**src/rtl/ptr_lut_pkg.sv**
```systemverilog
package ptr_lut_pkg;
  typedef enum logic [1:0] {
    WR_NONE   = 2'd0,
    WR_SINGLE = 2'd1,
    WR_BULK   = 2'd2
  } wr_kind_e;
endpackage

```
**src/rtl/lut_sel.sv**
```systemverilog
module lut_sel #(
  parameter int SEL_W = 4,
  localparam int ENTRIES = 1 << SEL_W
) (
  input  logic               shift_mode,
  input  logic [SEL_W-1:0]   ptr,
  input  logic [SEL_W-1:0]   lut_in,
  input  logic [ENTRIES-1:0] store,
  output logic [ENTRIES-1:0] row,
  output logic               rd_bit
);
  logic [SEL_W-1:0] addr;

  always_comb addr = shift_mode ? ptr : lut_in;

  for (genvar i = 0; i < ENTRIES; i++) begin : g_row
    assign row[i] = (addr == SEL_W'(i));
  end

  always_comb rd_bit = |(row & store);
endmodule

```
**src/rtl/lut_store.sv**
```systemverilog
module lut_store
  import ptr_lut_pkg::*;
#(
  parameter int SEL_W = 4,
  localparam int ENTRIES = 1 << SEL_W
) (
  input  logic               clk,
  input  logic               rst,
  input  wr_kind_e           kind,
  input  logic [ENTRIES-1:0] row,
  input  logic               din,
  input  logic [ENTRIES-1:0] cfg_word,
  output logic [ENTRIES-1:0] store
);
  for (genvar i = 0; i < ENTRIES; i++) begin : g_cell
    always_ff @(posedge clk) begin
      if (rst) begin
        store[i] <= 1'b0;
      end else if (kind == WR_BULK) begin
        store[i] <= cfg_word[i];
      end else if (kind == WR_SINGLE && row[i]) begin
        store[i] <= din;
      end
    end
  end
endmodule

```
**src/rtl/lut_ptr.sv**
```systemverilog
module lut_ptr
  import ptr_lut_pkg::*;
#(
  parameter int SEL_W = 4
) (
  input  logic             clk,
  input  logic             rst,
  input  wr_kind_e         kind,
  output logic [SEL_W-1:0] ptr
);
  always_ff @(posedge clk) begin
    if (rst) begin
      ptr <= '0;
    end else if (kind == WR_BULK) begin
      ptr <= '0;
    end else if (kind == WR_SINGLE) begin
      ptr <= ptr + SEL_W'(1);
    end
  end
endmodule

```
**src/rtl/lut_wcount.sv**
```systemverilog
module lut_wcount
  import ptr_lut_pkg::*;
#(
  parameter int SEL_W = 4,
  parameter int CNT_W = 16,
  localparam int ENTRIES = 1 << SEL_W
) (
  input  logic             clk,
  input  logic             rst,
  input  wr_kind_e         kind,
  output logic [CNT_W-1:0] count
);
  logic [CNT_W-1:0] step;

  always_comb begin
    case (kind)
      WR_BULK:   step = CNT_W'(ENTRIES);
      WR_SINGLE: step = CNT_W'(1);
      default:   step = '0;
    endcase
  end

  always_ff @(posedge clk) begin
    if (rst) count <= '0;
    else     count <= count + step;
  end
endmodule

```
**src/rtl/ptr_shift_lut.sv**
```systemverilog
module ptr_shift_lut
  import ptr_lut_pkg::*;
#(
  parameter int SEL_W = 4,
  parameter int CNT_W = 16,
  localparam int ENTRIES = 1 << SEL_W
) (
  input  logic               clk,
  input  logic               rst,
  input  logic               shift_mode,
  input  logic [SEL_W-1:0]   lut_in,
  input  logic               sin_valid,
  output logic               sin_ready,
  input  logic               sin_data,
  input  logic               cfg_load,
  input  logic [ENTRIES-1:0] cfg_word,
  output logic               lut_out,
  output logic [CNT_W-1:0]   wr_count
);
  wr_kind_e           kind;
  logic [SEL_W-1:0]   ptr_q;
  logic [ENTRIES-1:0] store_q;
  logic [ENTRIES-1:0] row;

  always_comb sin_ready = shift_mode && !cfg_load;

  always_comb begin
    if (cfg_load)                   kind = WR_BULK;
    else if (sin_valid && sin_ready) kind = WR_SINGLE;
    else                            kind = WR_NONE;
  end

  lut_sel #(.SEL_W(SEL_W)) sel_i (
    .shift_mode (shift_mode),
    .ptr        (ptr_q),
    .lut_in     (lut_in),
    .store      (store_q),
    .row        (row),
    .rd_bit     (lut_out)
  );

  lut_store #(.SEL_W(SEL_W)) store_i (
    .clk      (clk),
    .rst      (rst),
    .kind     (kind),
    .row      (row),
    .din      (sin_data),
    .cfg_word (cfg_word),
    .store    (store_q)
  );

  lut_ptr #(.SEL_W(SEL_W)) ptr_i (
    .clk  (clk),
    .rst  (rst),
    .kind (kind),
    .ptr  (ptr_q)
  );

  lut_wcount #(.SEL_W(SEL_W), .CNT_W(CNT_W)) cnt_i (
    .clk   (clk),
    .rst   (rst),
    .kind  (kind),
    .count (wr_count)
  );
endmodule

```
**config.mk**
```make
export PLATFORM = sky130hd
export DESIGN_NAME = ptr_shift_lut
export DESIGN_NICKNAME = d
export VERILOG_FILES = /design/src/rtl/ptr_lut_pkg.sv /design/src/rtl/lut_sel.sv /design/src/rtl/lut_store.sv /design/src/rtl/lut_ptr.sv /design/src/rtl/lut_wcount.sv /design/src/rtl/ptr_shift_lut.sv
export SDC_FILE = /design/constraint.sdc
export NUM_CORES = 1
export LEC_CHECK = 0
export BUFFER_PORTS_ARGS = -buffer_cell sky130_fd_sc_hd__buf_2
export CAP_MARGIN = 20
export CORE_MARGIN = 2
export CORE_UTILIZATION = 49
export DETAILED_ROUTE_END_ITERATION = 16
export HOLD_SLACK_MARGIN = 0.03
export MAX_ROUTING_LAYER = met4
export PLACE_DENSITY = 0.82
export SYNTH_ARGS = -nofsm -noshare
export SYNTH_HDL_FRONTEND = slang
export SYNTH_SLANG_ARGS = --single-unit
export TNS_END_PERCENT = 10
```
**constraint.sdc**
```tcl
create_clock -name clk -period 2.84 [get_ports clk]
set_input_delay 0.852 -clock clk [delete_from_list [all_inputs] [get_ports clk]]
set_output_delay 0.852 -clock clk [all_outputs]
set_load 0.05 [all_outputs]
```
==> results.cfg, run 1 <==
[critical_path]
critPathLaunchType = input pin
timing.reg2reg.worst_path_depth = 5
worstSetupEndpoint = lut_out
total_buffers_and_inverters_traversed_by_the_critical_path = 2
critPathTopFamily = simple AND/OR/NAND/NOR gates
r2r_setup_slack_ns = 1.06
cell_chain_critical_path = buf_6 > or3b_1 > a222oi_1 > nand3_1 > and4_4 > buf_8
critical_path_peak_fanout = 3
critical_path.startpoint = lut_in[3]
crit_arrival_ns = 2.10
worst_path_cell_with_the_longest_stage_delay = sky130_fd_sc_hd__or3b_1
critical_path.endpoint_type = output port
crit-reg2reg-capture = store_i.store[7]
criticalPathCategory = in -> out
critPathRequiredTime_ns = 1.99
worst-path-stages = 6
timing.rr.start = ptr_i.ptr[2]
worst_path_largest_cell_delay_ns = 0.37

[global_routing]
gr_met3_demand_resource = 0.0390
groute.layer.met2.usage = 0.356
grt_start_max_net_pins = 37
wire_length_of_the_first_global_routing_pass_um = 8760
first_global_vias = 1920
grt_total_usage = 0.223
globalRoute.totalOverflow = 0
grt_use_met1 = 0.285
grt_antenna_before_repair = 0
busiest_layer = met2

[logic_synthesis]
synth_sequential_area_ratio = 0.333
yosys.cell_types.count = 44
synthesis.area_per_instance_um2 = 9.02
post-synth-top-area-fraction = 0.333
synth_edf_count = 0
synth.yosys.warnings = 0
netlist_instances = 240
syn_area_um2 = 2170
synthDominantAreaCellType = sky130_fd_sc_hd__dfxtp_1
synth_fp_nets = 270
postSynth.asyncResetShare = 0
number_of_register_bits_inferred_by_synthesis = 36
yosys_most_used_dff = sky130_fd_sc_hd__dfxtp_1
post_synth_main_area_contributors = sky130_fd_sc_hd__dfxtp_1 33%, sky130_fd_sc_hd__mux2i_1 8.3%, sky130_fd_sc_hd__a211oi_1 5.5%

[cts]
cts_setup_buffers = 0
cts_tree = done
number_of_h_tree_levels = 2
numCtsBuffers = 5
hold_buf_cts = 0
clk_path_buf_depth = 2
clk_pin_slew_worst_paths_ns = 0.07
cts_root_buf = sky130_fd_sc_hd__clkbuf_8
worstSkewPairLatency_ns = 0.28
clock-sinks = 36

[routing]
detailedRoute.firstPassIterationCount = 6
via_per_inst = 5.72
drt-initial-drc-count = 127
totalWireLength_um = 5150
detail_route.drc_violations = 0
wl_per_cell_um = 14.8
antenna_violating_nets_post_route = 0
vias = 1997

[layout]
instances_no_fill = 349
antenna_cells_inserted = 0
final.fill_count = 371
area_delta_synth_final_pct = 24.9
drive_above_1_share = 0.306
final_stage_net_count = 326
final_util = 0.630
stdcell_area_um2 = 2710

[die]
die_width_um = 70.5
floorplan.core_area_um2 = 4290
floorplan.rows = 24
fp.dieArea_um2 = 4970
die-height_um = 70.5
boundaryPins = 44
initial_core_util = 0.504

[placement]
port_buffers = 43
place_hpwl_um = 3680
finalWeightedCongestion = 0.922
dpl.cell_count = 341
placement.cell_area_um2 = 2560

[sta]
timing_hold_violations_final = 0
post_route_clock_period_utilization = 1.04
final.setup_skew_ns = 0.00179
timing.final.ws_setup_ns = -0.108
fmax_ghz = 0.339
rsz_0062_raised_after_global_routing = yes
period_minus_slack_ns = 2.95
setup_viol = 1
worst_slew_pin_slew_ns = 0.678
worst_slew_margin_rel = 0.548
slew_viol_final = 0

[job]
cap_violations = 0

[outcome]
failed_checks = negative setup slack
status = finished with violations

[hold_path]
holdPathStages = 2
hold_path_class = reg -> reg

[power_and_ir_drop]
power_density_nw_per_um2 = 433
irDropWorstVdd_mv = 0.314
cellLeakagePower_nw = 1.17
[per-layer routing]
layer | vias to the layer above | wire length [µm] | part of all wire
met1 | 925 | 2300 | 0.45
met4 | 0 | 65 | 0.013
met3 | 7 | 269 | 0.052
met5 | - | 0 | 0
li1 | 1014 | - | -
met2 | 51 | 2520 | 0.49
[timing repair]
item	in CTS	in global routing
pin swaps	6	0
gates resized for setup	10	0
setup endpoints to repair	1	1
[worst min-delay path: cells and delay by family (launching register included)]
kind	cells	cell delay [ns]
DFF	1	0.32
AOI/OAI and AO/OA	2	0.13
[state kept, by name, summed over array words and instances, names as in the netlist]
signal / count
cnt_i.count: 16
ptr_i.ptr: 4
store_i.store: 16
[cell usage in the layout (no fill, tap or decap), types with 5 or more instances in the layout]
cell and count:
sky130_fd_sc_hd__a21oi_1 6, sky130_fd_sc_hd__clkbuf_8 5, sky130_fd_sc_hd__nor2_1 25, sky130_fd_sc_hd__a211oi_1 16, sky130_fd_sc_hd__xor2_1 8, sky130_fd_sc_hd__nor2b_1 6
sky130_fd_sc_hd__o21ai_0 14, sky130_fd_sc_hd__nand4_1 5, sky130_fd_sc_hd__mux2i_1 18, sky130_fd_sc_hd__nand3_1 11, sky130_fd_sc_hd__buf_2 39, sky130_fd_sc_hd__nand2_1 5
sky130_fd_sc_hd__buf_4 22, sky130_fd_sc_hd__dfxtp_1 36, sky130_fd_sc_hd__o211ai_1 9, sky130_fd_sc_hd__mux2_2 6, sky130_fd_sc_hd__or3_1 6
[kinds of logic (layout without fill, tap and decap cells)]
family | Yosys count | in the layout | synth area share
AND/OR/NAND/NOR | 83 | 83 | 0.222
AO/OA/AOI/OAI | 60 | 60 | 0.214
flip-flops | 36 | 36 | 0.333
XOR/XNOR | 10 | 10 | 0.0404
multiplexers | 25 | 25 | 0.120
adder cells (fa/ha/maj) | 4 | 4 | 0.0231
buffers and inverters | 22 | 79 | 0.0479
[per-stage QoR]
step | hold slack [ns] | setup WS [ns] | total power, mW | setup TNS, ns
detailed placement | 0.485 | -0.273 | 0.734 | -0.273
global placement | 0.472 | -0.224 | 0.731 | -0.224
finish | 0.496 | -0.108 | 1.17 | -0.108
floorplan | 0.528 | 0.0237 | 0.668 | 0
global route | 0.532 | -0.155 | 1.22 | -0.155
CTS | 0.496 | -0.103 | 1.19 | -0.103
[synth_stat cells (all sizes together), types with 3 or more instances]
cell,n
nor3,5
o211ai,9
dfxtp,36
nand3,12
nor2,25
o21ai,14
a211oi,18
inv,5
nor2b,6
o2111ai,3
mux2i,18
nand4,5
nand2,5
xor2,8
or3,6
clkbuf,10
buf,7
a21oi,6
ha,4
nand3b,5
mux2,7
nor3b,4
[power by group]
group          switching [mW]  internal (mW)
combinational           0.105         0.0864
clock                   0.178          0.260
sequential             0.0162          0.525
[worst min-delay path by stage]
stage | endpoint | from | slack [ns]
floorplan | store_i.store[2] | store_i.store[2] | 0.53
global placement | cnt_i.count[15] | cnt_i.count[15] | 0.47
detailed placement | cnt_i.count[15] | cnt_i.count[15] | 0.49
CTS | cnt_i.count[15] | cnt_i.count[15] | 0.50
global route | cnt_i.count[15] | cnt_i.count[15] | 0.53
finish | cnt_i.count[15] | cnt_i.count[15] | 0.50
[cell type report]
class / instances / area (µm²) / area share
Clock buffer: 6 / 72.6 / 0.0268
Clock inverter: 2 / 35.0 / 0.0130
Inverter: 5 / 18.8 / 0.00694
Multi-Input combinational cell: 182 / 1360 / 0.504
Sequential cell: 36 / 721 / 0.266
Tap cell: 52 / 65.1 / 0.0241
Timing Repair Buffer: 66 / 429 / 0.159
(Power assumes the default switching activity.)
==> run 2, diff against run 1 <==
--- a/config.mk
+++ b/config.mk
@@ -7,7 +7,6 @@
 export LEC_CHECK = 0
 export BUFFER_PORTS_ARGS = -buffer_cell sky130_fd_sc_hd__buf_2
 export CAP_MARGIN = 20
-export CORE_MARGIN = 2
 export CORE_UTILIZATION = 49
 export DETAILED_ROUTE_END_ITERATION = 16
 export HOLD_SLACK_MARGIN = 0.03
==> run 2 against run 1 <==
  * Sequential share of layout area about the same
  * The run still ends with negative setup slack left
  * Worst setup slack better by 0.0069 ns
  * Power decreased by 6.4%
  * Cell area hardly changed
  * Clock power shrank 18%
  * Largest cell class unchanged
  * Die area is 5.6% lower
==> results.cfg, run 2 (synthesized netlist as in run 1, its figures left out) <==
[sta]
post_route_clock_period_utilization = 1.04
final.setup_skew_ns = 0.00343
setup_viol = 1
hold_ws_ns = 0.497
worst_slew_margin_rel = 0.547
worst_slew_pin_slew_ns = 0.679
slew_viol_final = 0
timing.final.ws_setup_ns = -0.101
tns_ns = -0.101
rsz_0062_raised_after_global_routing = yes
period_minus_slack_ns = 2.94
fmax_ghz = 0.340
timing_hold_violations_final = 0

[cts]
cts_root_buf = sky130_fd_sc_hd__clkbuf_8
numCtsBuffers = 5
cts_tree = done
number_of_h_tree_levels = 2
clock-sinks = 36
clk_path_buf_depth = 2
worstSkewPairLatency_ns = 0.28
clk_pin_slew_worst_paths_ns = 0.07

[routing]
antenna_violating_nets_post_route = 0
via_per_inst = 5.87
totalWireLength_um = 5260
wl_per_cell_um = 15.1
detail_route.drc_violations = 0
drt-initial-drc-count = 108
detailedRoute.firstPassIterationCount = 4
vias = 2049

[outcome]
status = finished with violations
failed_checks = negative setup slack

[global_routing]
grt_total_usage = 0.255
grt_start_max_net_pins = 37
grt_antenna_before_repair = 0
wire_length_of_the_first_global_routing_pass_um = 8650
globalRoute.totalOverflow = 0
first_global_vias = 1963

[layout]
final_stage_net_count = 328
final_common_cell = sky130_fd_sc_hd__buf_2
largestRegisters = cnt_i.count x16, store_i.store x16, ptr_i.ptr x4
area_delta_synth_final_pct = 25.0
drive_above_1_share = 0.311
antenna_cells_inserted = 0
mostFrequentLayoutCells = 38 x sky130_fd_sc_hd__buf_2, 36 x sky130_fd_sc_hd__dfxtp_1, 25 x sky130_fd_sc_hd__nor2_1

[power_and_ir_drop]
power.share.clock = 0.328
combPwrFrac = 0.178
power.internal_uw = 789
power.share.switching = 0.281
power_density_nw_per_um2 = 405
seq_power_share = 0.493
cellLeakagePower_nw = 1.17
power.net_switching_uw = 308
irDropWorstVdd_mv = 0.362

[die]
floorplan.core_area_um2 = 4120
die_width_um = 68.5
floorplan.rows = 23
boundaryPins = 44
initial_core_util = 0.526
fp.dieArea_um2 = 4690
die-height_um = 68.5

[placement]
pre_cts_slack_ns = -0.250
place_hpwl_um = 3840
port_buffers = 43
finalWeightedCongestion = 0.919

[hold_path]
hold_path_class = reg -> reg

[critical_path]
critical_path.endpoint_type = output port
critPathRequiredTime_ns = 1.99
critPathLaunchType = input pin
critical_path_peak_fanout = 3
criticalPathCategory = in -> out
crit_arrival_ns = 2.09

[job]
cap_violations = 0
[run 2: metal layers]
metal  track usage  vias up  share of wire
li1              -     1019              -
met4        0.0573        0         0.0091
met5             -        -              0
met2         0.449       54           0.51
met1         0.294      972           0.45
met3        0.0533        4          0.040
[run 2: path summary, 6_finish.rpt]
check / startpoint / end / slack [ns] / cells after the start
min: cnt_i.count[11] / cnt_i.count[11] / 0.50 / 2
min reg2reg: cnt_i.count[11] / cnt_i.count[11] / 0.50 / 2
max reg2reg: cnt_i.count[4] / cnt_i.count[7] / 1.08 / 6
max: lut_in[2] / lut_out / -0.10 / 6
[run 2: critical path, cell delays in order]
cell	delay [ns]
sky130_fd_sc_hd__buf_6	0.10
sky130_fd_sc_hd__or3b_1	0.36
sky130_fd_sc_hd__a222oi_1	0.34
sky130_fd_sc_hd__nand3_1	0.12
sky130_fd_sc_hd__and4_4	0.17
sky130_fd_sc_hd__buf_8	0.14
[run 2: what timing repair did]
action | 4_1_cts | 5_1_grt
setup endpoints to repair | 1 | 1
pin swaps | 7 | 2
hold buffers | 0 | 0
gates resized for setup | 12 | 2
buffers inserted | 1 | 0
[run 2: cell type report]
class | instances | area (µm²)
multi-input cells | 182 | 1360
clock buffers | 7 | 76.3
inverters | 5 | 18.8
clock inverters | 1 | 8.76
fillers | 345 | 1410
well taps | 50 | 62.6
repair buffers | 68 | 458
flip-flops and latches | 36 | 721
[run 2: power by group through the flow]
stage / combinational, mW / sequential, mW / clock (mW)
floorplan: 0.107 / 0.561 / 0
global placement: 0.179 / 0.551 / 0
detailed placement: 0.183 / 0.552 / 0
CTS: 0.195 / 0.541 / 0.364
global route: 0.213 / 0.544 / 0.385
finish: 0.196 / 0.541 / 0.360
[run 2: stage by stage]
stage | util | instances | instance area (µm²) | power, mW
3_3_place_gp | 0.623 | 340 | 2560 | 0.731
6_report | 0.658 | 349 | 2710 | 1.10
3_5_place_dp | 0.623 | 340 | 2560 | 0.735
4_1_cts | 0.657 | 349 | 2700 | 1.10
5_1_grt | 0.658 | 349 | 2710 | 1.14
2_1_floorplan | - | 240 | 2190 | 0.668
==> run 3, diff against run 2 <==
--- a/config.mk
+++ b/config.mk
@@ -5,13 +5,15 @@
 export SDC_FILE = /design/constraint.sdc
 export NUM_CORES = 1
 export LEC_CHECK = 0
+export ABC_AREA = 1
 export BUFFER_PORTS_ARGS = -buffer_cell sky130_fd_sc_hd__buf_2
 export CAP_MARGIN = 20
-export CORE_UTILIZATION = 49
+export CORE_ASPECT_RATIO = 0.5
+export CORE_UTILIZATION = 50
 export DETAILED_ROUTE_END_ITERATION = 16
 export HOLD_SLACK_MARGIN = 0.03
 export MAX_ROUTING_LAYER = met4
-export PLACE_DENSITY = 0.82
+export PLACE_DENSITY = 0.83
 export SYNTH_ARGS = -nofsm -noshare
 export SYNTH_HDL_FRONTEND = slang
 export SYNTH_SLANG_ARGS = --single-unit
==> run 3 against run 2 <==
  * The run now ends clean
  * Power increased by 20%
  * Core utilization grew 3.9 points
  * Clock skew increased by 0.0028 ns
  * Global-route usage shrank 0.90 points
  * Fmax up 4.5%
  * Worst setup slack better by 0.13 ns
  * Sequential share of layout area down 3.8 points
  * Wire length increased by 21%
  * Die area increased by 9.7%
  * Combinational power is 57% higher
  * Sequential cell count is the same
  * Critical path type unchanged
  * Largest cell class unchanged
  * Largest power group unchanged
==> results.cfg, run 3 <==
[layout]
largestRegisters = cnt_i.count x16, store_i.store x16, ptr_i.ptr x4
stdcell_area_um2 = 3160
drive_above_1_share = 0.371
antenna_cells_inserted = 0
mostFrequentLayoutCells = 72 x sky130_fd_sc_hd__nand2_1, 51 x sky130_fd_sc_hd__nor2_1, 44 x sky130_fd_sc_hd__inv_1
area_delta_synth_final_pct = 30.3
final_stage_net_count = 452
final_common_cell = sky130_fd_sc_hd__nand2_1

[placement]
place_hpwl_um = 4140
finalWeightedCongestion = 0.907
port_buffers = 43
placement.cell_area_um2 = 2830

[logic_synthesis]
number_of_register_bits_inferred_by_synthesis = 36
synth.cells.most_frequent = 82 x sky130_fd_sc_hd__nand2_1, 53 x sky130_fd_sc_hd__nor2_1, 44 x sky130_fd_sc_hd__inv_1
post-synth-top-area-fraction = 0.297
synth_fp_nets = 382
synthDominantAreaCellType = sky130_fd_sc_hd__dfxtp_1
yosys_most_used_dff = sky130_fd_sc_hd__dfxtp_1
synthesis.area_per_instance_um2 = 6.89
synth_edf_count = 0
synth.most_common_cell = sky130_fd_sc_hd__nand2_1
netlist_instances = 352
synth.yosys.warnings = 0
postSynth.asyncResetShare = 0
post_synth_main_area_contributors = sky130_fd_sc_hd__dfxtp_1 30%, sky130_fd_sc_hd__nand2_1 13%, sky130_fd_sc_hd__nor2_1 8.2%
synth_sequential_area_ratio = 0.297
yosys.cell_types.count = 35
syn_area_um2 = 2420

[global_routing]
globalRoute.totalOverflow = 0
grt_antenna_before_repair = 0
wire_length_of_the_first_global_routing_pass_um = 9570
grt_start_max_net_pins = 21
first_global_vias = 2209
grt_total_usage = 0.246

[sta]
timing_hold_violations_final = 0
setup_viol = 0
worst_slew_pin_slew_ns = 0.502
post_route_clock_period_utilization = 0.991
worst_slew_margin_rel = 0.665
slew_viol_final = 0
period_minus_slack_ns = 2.81
final.setup_skew_ns = 0.00626
hold_ws_ns = 0.485
fmax_ghz = 0.355

[routing]
via_per_inst = 5.08
wl_per_cell_um = 13.0
m1WireLength_um = 2670
vias = 2486
drt-initial-drc-count = 166
detailroute.wirelength.met3_um = 358
detail_route.drc_violations = 0
antenna_violating_nets_post_route = 0
totalWireLength_um = 6340
detailedRoute.firstPassIterationCount = 4
routed-wl-met2_um = 3180
highest-signal-layer = met4

[critical_path]
timing.rr.start = ptr_i.ptr[0]
criticalPathCategory = in -> out
critical_path.endpoint_type = output port
critical_path.startpoint = shift_mode
critPathLaunchType = input pin
crit_arrival_ns = 1.96
critical_path_peak_fanout = 5
critPathRequiredTime_ns = 1.99

[die]
floorplan.rows = 17
fp.dieArea_um2 = 5150
floorplan.core_area_um2 = 4530
die_width_um = 100
die-height_um = 51.2
boundaryPins = 44
initial_core_util = 0.535

[hold_path]
hold_path_class = reg -> reg
worst_hold_startpoint = cnt_i.count[12]

[job]
cap_violations = 0

[cts]
worstSkewPairLatency_ns = 0.30
number_of_h_tree_levels = 2
cts_root_buf = sky130_fd_sc_hd__clkbuf_8
numCtsBuffers = 5
clk_path_buf_depth = 2
clk_pin_slew_worst_paths_ns = 0.08
clock-sinks = 36
cts_tree = done

[power_and_ir_drop]
power_mw = 1.32
power_density_nw_per_um2 = 417
irDropWorstVdd_mv = 0.299
cellLeakagePower_nw = 1.59

[outcome]
status = finished clean
[run 3: kinds of logic (layout without fill, tap and decap cells)]
family,count (synthesis),in the layout,share of synthesized area
adders and majority gates,4,4,0.0207
xor gates and xnor gates,2,2,0.00723
DFF,36,36,0.297
buffers and inverters,58,129,0.108
AOI/OAI and AO/OA,51,51,0.135
and+or+nand+nor,201,201,0.432
[run 3: path summary, 6_finish.rpt]
| check | to | slack (ns) | cells past startpoint |
|---|---|---|---|
| max | lut_out | 0.03 | 13 |
| min reg2reg | cnt_i.count[12] | 0.48 | 2 |
| max reg2reg | store_i.store[9] | 1.23 | 11 |
| min | cnt_i.count[12] | 0.48 | 2 |
[run 3: metrics by stage]
| stage | TNS (ns) | cells | utilization | setup slack, ns |
|---|---|---|---|---|
| CTS | 0 | 482 | 0.650 | 0.00383 |
| global placement | -0.0998 | 474 | 0.624 | -0.0998 |
| floorplan | 0 | 352 | - | 0.0119 |
| finish | 0 | 489 | 0.697 | 0.0261 |
| detailed placement | -0.132 | 474 | 0.624 | -0.132 |
| global route | -0.0779 | 489 | 0.697 | -0.0779 |
[run 3: timing repair]
action	CTS	global route
endpoints found under the setup margin	1	1
buffers inserted	0	5
gates resized for setup	3	31
pin swaps	0	10
cloned	0	2
hold buffers	0	0
[run 3: power by group]
group | total [mW] | internal [mW] | switching [mW]
Sequential | 0.543 | 0.526 | 0.0170
Clock | 0.467 | 0.260 | 0.207
Combinational | 0.307 | 0.121 | 0.185
Total | 1.32 | 0.907 | 0.410
[run 3: worst max-delay path: stages]
cell and delay (ns):
sky130_fd_sc_hd__buf_12 0.13, sky130_fd_sc_hd__inv_12 0.08, sky130_fd_sc_hd__nand2_4 0.07, sky130_fd_sc_hd__nand2_8 0.10, sky130_fd_sc_hd__nand2_4 0.07, sky130_fd_sc_hd__nor2_2 0.13
sky130_fd_sc_hd__nand2_1 0.06, sky130_fd_sc_hd__nand2_1 0.06, sky130_fd_sc_hd__inv_1 0.05, sky130_fd_sc_hd__nand2_1 0.09, sky130_fd_sc_hd__nor2_2 0.04, sky130_fd_sc_hd__nand2_1 0.06
sky130_fd_sc_hd__buf_6 0.15
[run 3: final cells by class]
cell class	count	area, µm²
clock buffer	5	68.8
clock inverter	3	42.5
fill	348	1370
inverter	48	198
multi-input combinational	258	1560
sequential	36	721
tap	66	82.6
timing repair buffer	72	472
timing repair inverter	1	8.76
[run 3: layer usage]
metal | global-route usage | vias to the layer above
met5 | - | -
met4 | 0.0942 | 0
li1 | - | 1242
met3 | 0.0602 | 15
met2 | 0.425 | 76
met1 | 0.282 | 1153
